===== src/rtl/dma_addr_pkg.sv =====
package dma_addr_pkg;
  typedef enum logic [1:0] {
    STEP_HOLD  = 2'b00,
    STEP_INC   = 2'b01,
    STEP_DEC   = 2'b10,
    STEP_INDEX = 2'b11
  } step_mode_e;
endpackage


===== src/rtl/dma_phase_ctrl.sv =====
module dma_phase_ctrl (
  input  logic clk,
  input  logic rst,
  input  logic start,
  input  logic xfer_done,
  input  logic dword_mode,
  output logic first_half,
  output logic elem_done
);
  logic half_q;

  always_ff @(posedge clk) begin
    if (rst || start) half_q <= 1'b0;
    else if (xfer_done) half_q <= dword_mode ? ~half_q : 1'b0;
  end

  assign first_half = dword_mode && !half_q;
  assign elem_done  = xfer_done && !first_half;


  half_from_dword_chk: assert property (@(posedge clk) disable iff (rst)
    $rose(half_q) |-> $past(dword_mode));


  half_closes_chk: assert property (@(posedge clk) disable iff (rst)
    (half_q && xfer_done) |=> !half_q);


  start_phase_chk: assert property (@(posedge clk) disable iff (rst)
    start |=> !half_q);
endmodule


===== src/rtl/dma_step_select.sv =====
module dma_step_select #(
  parameter int AW = 16,
  parameter int IW = 16
) (
  input  logic [1:0]    mode,
  input  logic          reg_sel,
  input  logic          first_half,
  input  logic          frame_end,
  input  logic [IW-1:0] elem_idx0,
  input  logic [IW-1:0] elem_idx1,
  input  logic [IW-1:0] frame_idx0,
  input  logic [IW-1:0] frame_idx1,
  output logic [AW-1:0] step
);
  import dma_addr_pkg::*;

  logic [IW-1:0] chosen_idx;

  always_comb begin
    if (frame_end) chosen_idx = reg_sel ? frame_idx1 : frame_idx0;
    else           chosen_idx = reg_sel ? elem_idx1 : elem_idx0;
  end

  always_comb begin
    step = '0;
    if (first_half) begin
      if (step_mode_e'(mode) != STEP_HOLD) step = AW'(1);
    end else begin
      case (step_mode_e'(mode))
        STEP_HOLD:  step = '0;
        STEP_INC:   step = AW'(1);
        STEP_DEC:   step = '1;
        STEP_INDEX: step = AW'($signed(chosen_idx));
        default:    step = '0;
      endcase
    end
  end


  hold_zero_chk: assert final (!(mode == 2'b00) || step == '0);
endmodule


===== src/rtl/dma_addr_reg.sv =====
module dma_addr_reg #(
  parameter int AW = 16
) (
  input  logic          clk,
  input  logic          rst,
  input  logic          load,
  input  logic [AW-1:0] load_val,
  input  logic          advance,
  input  logic [AW-1:0] step,
  output logic [AW-1:0] addr_q
);
  always_ff @(posedge clk) begin
    if (rst)          addr_q <= '0;
    else if (load)    addr_q <= load_val;
    else if (advance) addr_q <= addr_q + step;
  end


  reset_clear_chk: assert property (@(posedge clk)
    rst |=> addr_q == '0);


  load_take_chk: assert property (@(posedge clk) disable iff (rst)
    load |=> addr_q == $past(load_val));


  idle_keep_chk: assert property (@(posedge clk) disable iff (rst)
    (!load && !advance) |=> $stable(addr_q));
endmodule


===== src/rtl/dma_addr_gen.sv =====
module dma_addr_gen #(
  parameter int AW = 16,
  parameter int IW = 16
) (
  input  logic          clk,
  input  logic          rst,
  input  logic          start,
  input  logic          xfer_done,
  input  logic          last_in_frame,
  input  logic          last_in_block,
  input  logic          autoinit,
  input  logic          dword_mode,
  input  logic [1:0]    src_mode,
  input  logic          src_sel,
  input  logic [1:0]    dst_mode,
  input  logic          dst_sel,
  input  logic [IW-1:0] elem_idx0,
  input  logic [IW-1:0] elem_idx1,
  input  logic [IW-1:0] frame_idx0,
  input  logic [IW-1:0] frame_idx1,
  input  logic [AW-1:0] reload_src,
  input  logic [AW-1:0] reload_dst,
  output logic [AW-1:0] src_addr,
  output logic [AW-1:0] dst_addr
);
  localparam int NCH = 2;

  logic first_half, elem_done, block_reload, do_load, do_step;
  logic [1:0]    ch_mode   [NCH];
  logic          ch_sel    [NCH];
  logic [AW-1:0] ch_reload [NCH];
  logic [AW-1:0] ch_step   [NCH];
  logic [AW-1:0] ch_addr   [NCH];

  dma_phase_ctrl u_phase (
    .clk        (clk),
    .rst        (rst),
    .start      (start),
    .xfer_done  (xfer_done),
    .dword_mode (dword_mode),
    .first_half (first_half),
    .elem_done  (elem_done)
  );

  assign block_reload = elem_done && autoinit && last_in_block;
  assign do_load      = start || block_reload;
  assign do_step      = xfer_done && !start;

  assign ch_mode[0]   = src_mode;
  assign ch_mode[1]   = dst_mode;
  assign ch_sel[0]    = src_sel;
  assign ch_sel[1]    = dst_sel;
  assign ch_reload[0] = reload_src;
  assign ch_reload[1] = reload_dst;

  for (genvar ch = 0; ch < NCH; ch++) begin : g_chan
    dma_step_select #(.AW(AW), .IW(IW)) u_sel (
      .mode       (ch_mode[ch]),
      .reg_sel    (ch_sel[ch]),
      .first_half (first_half),
      .frame_end  (last_in_frame),
      .elem_idx0  (elem_idx0),
      .elem_idx1  (elem_idx1),
      .frame_idx0 (frame_idx0),
      .frame_idx1 (frame_idx1),
      .step       (ch_step[ch])
    );

    dma_addr_reg #(.AW(AW)) u_reg (
      .clk      (clk),
      .rst      (rst),
      .load     (do_load),
      .load_val (ch_reload[ch]),
      .advance  (do_step),
      .step     (ch_step[ch]),
      .addr_q   (ch_addr[ch])
    );
  end

  assign src_addr = ch_addr[0];
  assign dst_addr = ch_addr[1];


  start_wins_chk: assert property (@(posedge clk) disable iff (rst)
    (start && xfer_done) |=> (src_addr == $past(reload_src) && dst_addr == $past(reload_dst)));


  block_reload_chk: assert property (@(posedge clk) disable iff (rst)
    (xfer_done && !first_half && autoinit && last_in_block) |=>
      (src_addr == $past(reload_src) && dst_addr == $past(reload_dst)));


  dword_first_chk: assert property (@(posedge clk) disable iff (rst)
    (xfer_done && !start && first_half && src_mode != 2'b00) |=>
      src_addr == $past(src_addr) + AW'(1));


  src_hold_chk: assert property (@(posedge clk) disable iff (rst)
    (xfer_done && !start && src_mode == 2'b00 && !(autoinit && last_in_block && !first_half)) |=>
      $stable(src_addr));


  dst_dec_chk: assert property (@(posedge clk) disable iff (rst)
    (xfer_done && !start && !first_half && dst_mode == 2'b10 && !(autoinit && last_in_block)) |=>
      dst_addr == $past(dst_addr) - AW'(1));
endmodule


===== config.mk =====
export PLATFORM = sky130hd
export DESIGN_NAME = dma_addr_gen
export DESIGN_NICKNAME = d
export VERILOG_FILES = /design/src/rtl/dma_addr_pkg.sv /design/src/rtl/dma_phase_ctrl.sv /design/src/rtl/dma_step_select.sv /design/src/rtl/dma_addr_reg.sv /design/src/rtl/dma_addr_gen.sv
export SDC_FILE = /design/constraint.sdc
export NUM_CORES = 1
export LEC_CHECK = 0
export BUFFER_PORTS_ARGS = -buffer_cell sky130_fd_sc_hd__buf_2
export CAP_MARGIN = 20
export CORE_ASPECT_RATIO = 1.1
export CORE_UTILIZATION = 55
export DETAILED_ROUTE_END_ITERATION = 16
export PLACE_DENSITY_LB_ADDON = 0.12
export SYNTH_ARGS = -nofsm -noshare
export SYNTH_HDL_FRONTEND = slang
export SYNTH_SLANG_ARGS = --single-unit

===== constraint.sdc =====
create_clock -name clk -period 5.7 [get_ports clk]
set_clock_uncertainty 0.15 [all_clocks]
set_input_delay 0.57 -clock clk [delete_from_list [all_inputs] [get_ports clk]]
set_output_delay 0.57 -clock clk [all_outputs]
set_load 0.01 [all_outputs]

==> reports/qor.txt <==
Status: complete, no violations
Register area share after synthesis: 16.8%
Die span in x: 82.7 um
H-tree depth: 2
Routed Antenna Nets: 0
Hold Buf Count CTS: 0
Drt first-iter violations: 202
Min-Delay Path Class: input port to flip-flop
Setup-failing EPs final: 0
Pre-antenna DRT Iters: 5
Power, Total: 0.861 mW
Global-route wire length before repair: 18.2 mm
Post-Syn Area: 3940 um2
Drt wl/cell: 17.3 um
PwrDens: 181 nW/um2
Dpl ws: 1.77 ns
Post-synthesis net count: 608
Reg clk slew, reported paths: 0.07 ns
Clock sinks: 33
Share of layout cells above drive strength 1: 33.7%
CP Class: input port to flip-flop
Required @ worst endpoint: 5.75 ns
Hold slack: 0.374 ns
DP HPWL: 8.95 mm
Global placement routability congestion: 0.954
Post-Route Utilization: 70.3%
CTS root buf: clkbuf_8
Starting Density: 58.3%
Setup WS post-layout: 2.06 ns
Kind of start point of the critical path: input port
Ports: 142
Total wire length: 11.6 mm
ANT cells: 0
Overflow after GRT: 0
Period utilization: 63.8%
Setup_tns: 0 ns
Maximum vdd drop: 0.000111 V
Post-synth ARST share: 0%
Top cells by area, synth: mux4_2, dfxtp_1, ha_1, a21oi_1, nor2_1
Tightest Pin Transition: 0.755 ns
Largest net degree at the start of global routing: 41
Final Hold Violating Endpoints: 0
Core Area: 6750 um2
Die area: 7500 um2
Post-route minimum period: 3.64 ns
CP endpoint kind: flip-flop
Drc violations: 0
Crit-path max FO: 16
Post-synth EDFFs: 0
Final #Nets: 729
RSZ-0062 raised after global routing: no
Yosys warnings: 0
Max-slew violation count: 0
Fillers: 576
Postcts setup bufs: 0
Die height: 90.7 um
Layout Area Growth over Synthesis: 20.6%
Vias in the first global route: 3984
Input/output buffers: 141
Max cap viols: 0
Row Count: 31
Initial antenna violation count: 0
Ys flop type: dfxtp_1
Pleak: 2.33 nW
Cells after synthesis: 466
Total track usage: 31.2%
Arrival time worst endpoint: 3.69 ns
Top-area cell type share of the netlist area: 18.3%
Num CTS Buffers: 5
Vias per Instance: 6.36
Clk buf depth: 2
Avg Inst Size Synth: 8.44 um2
Synth area leader: mux4_2
Rel. slew slack: 49.5%
Worst skew pair latency: 0.29 ns
Flops & latches, synth: 33
TritonCTS clock tree: built
Max Freq: 0.275 GHz
Synth cell types: 58
Post-cts repair resize count: 0
Via count: 4263
## power by group
group	total, mW	switching (mW)	internal (mW)
Clock	0.205	0.0956	0.109
Combinational	0.382	0.208	0.174
Sequential	0.274	0.0211	0.253
## layout by cell type, fill, tap and decap left out, drive strengths merged, types with 7 or more instances in the layout
cell type	instances
buf	144
a311oi	13
clkbuf	7
a22oi	7
ha	30
mux4	32
nor2	41
a21o	15
a211oi	21
a21oi	68
xnor2	8
dfxtp	33
o21ai	11
nand2	32
inv	39
## cells in the mapped netlist (2+ instances only)
cell type and n:
a311oi_1 13, buf_2 7, o21a_1 3, a31oi_1 4
buf_1 2, a21o_1 15, a22oi_1 7, o22ai_1 4
nor2_1 41, nand3_1 4, a211oi_2 3, fa_1 2
nand4_1 5, nand2b_1 6, o221ai_2 2, ha_1 30
a211oi_1 17, dfxtp_1 33, mux2_1 2, nor3_1 6
o21bai_1 4, o2111ai_1 2, nand2_1 32, o21ai_0 9
o211ai_1 4, or3_1 4, a211o_1 6, xnor2_1 8
a31o_1 2, clkbuf_1 20, xor2_1 6, a21oi_1 67
mux4_2 32, nor2b_1 2, inv_1 39
## worst max-delay path, cell delays in order
cell       delay [ns]
buf_2            0.42
mux4_2           0.56
nor2_1           0.10
a21oi_1          0.08
ha_1             0.24
inv_1            0.08
fa_1             0.17
and2b_1          0.20
o2111ai_1        0.28
a21oi_2          0.13
o31ai_1          0.27
mux2_1           0.35
a211oi_1         0.22
## cell type report
cell class	count	area (um2)	share of cell area (%)
well taps	82	103	2.16
multi-input cells	364	3010	63.3
inverters	39	146	3.09
flip-flops and latches	33	661	13.9
clock buffers	7	96.3	2.03
repair buffers	144	728	15.3
clock inverters	1	5.00	0.105
## final timing paths
kind | start | to | slack [ns] | depth (start not counted)
max | dst_sel | g_chan[1].u_reg.addr_q[12] | 2.06 | 13
min | start | u_phase.half_q | 0.37 | 2
max reg2reg | u_phase.half_q | g_chan[0].u_reg.addr_q[12] | 2.09 | 13
min reg2reg | g_chan[0].u_reg.addr_q[11] | g_chan[0].u_reg.addr_q[11] | 0.38 | 2
## stage by stage
step | area, um2 | instances
after floorplan | 3940 | 466
after global placement | 4640 | 662
after detailed placement | 4640 | 662
after CTS | 4740 | 670
after global routing | 4740 | 670
final | 4740 | 670
## per-layer routing
metal	vias to the layer above	track usage [%]	part of all wire, %	wire, um
met3	29	4.44	6.0	696
met4	0	11.8	3.1	358
met2	177	52.7	49	5720
met5	-	0	0	0
li1	2017	-	-	-
met1	2040	39.1	41	4790
## cells by family after synthesis
logic type,share of synthesized area (%)
compound gates,30.6
simple gates,12.2
buf+inv,6.90
mux,19.8
flops,16.8
fa+ha+maj,10.6
xor+xnor,3.12
## flip-flops by register name (all words and copies together) (netlist names)
| register | cells |
|---|---|
| g_chan.u_reg.addr_q | 32 |
| u_phase.half_q | 1 |
(Power assumes the default switching activity.)
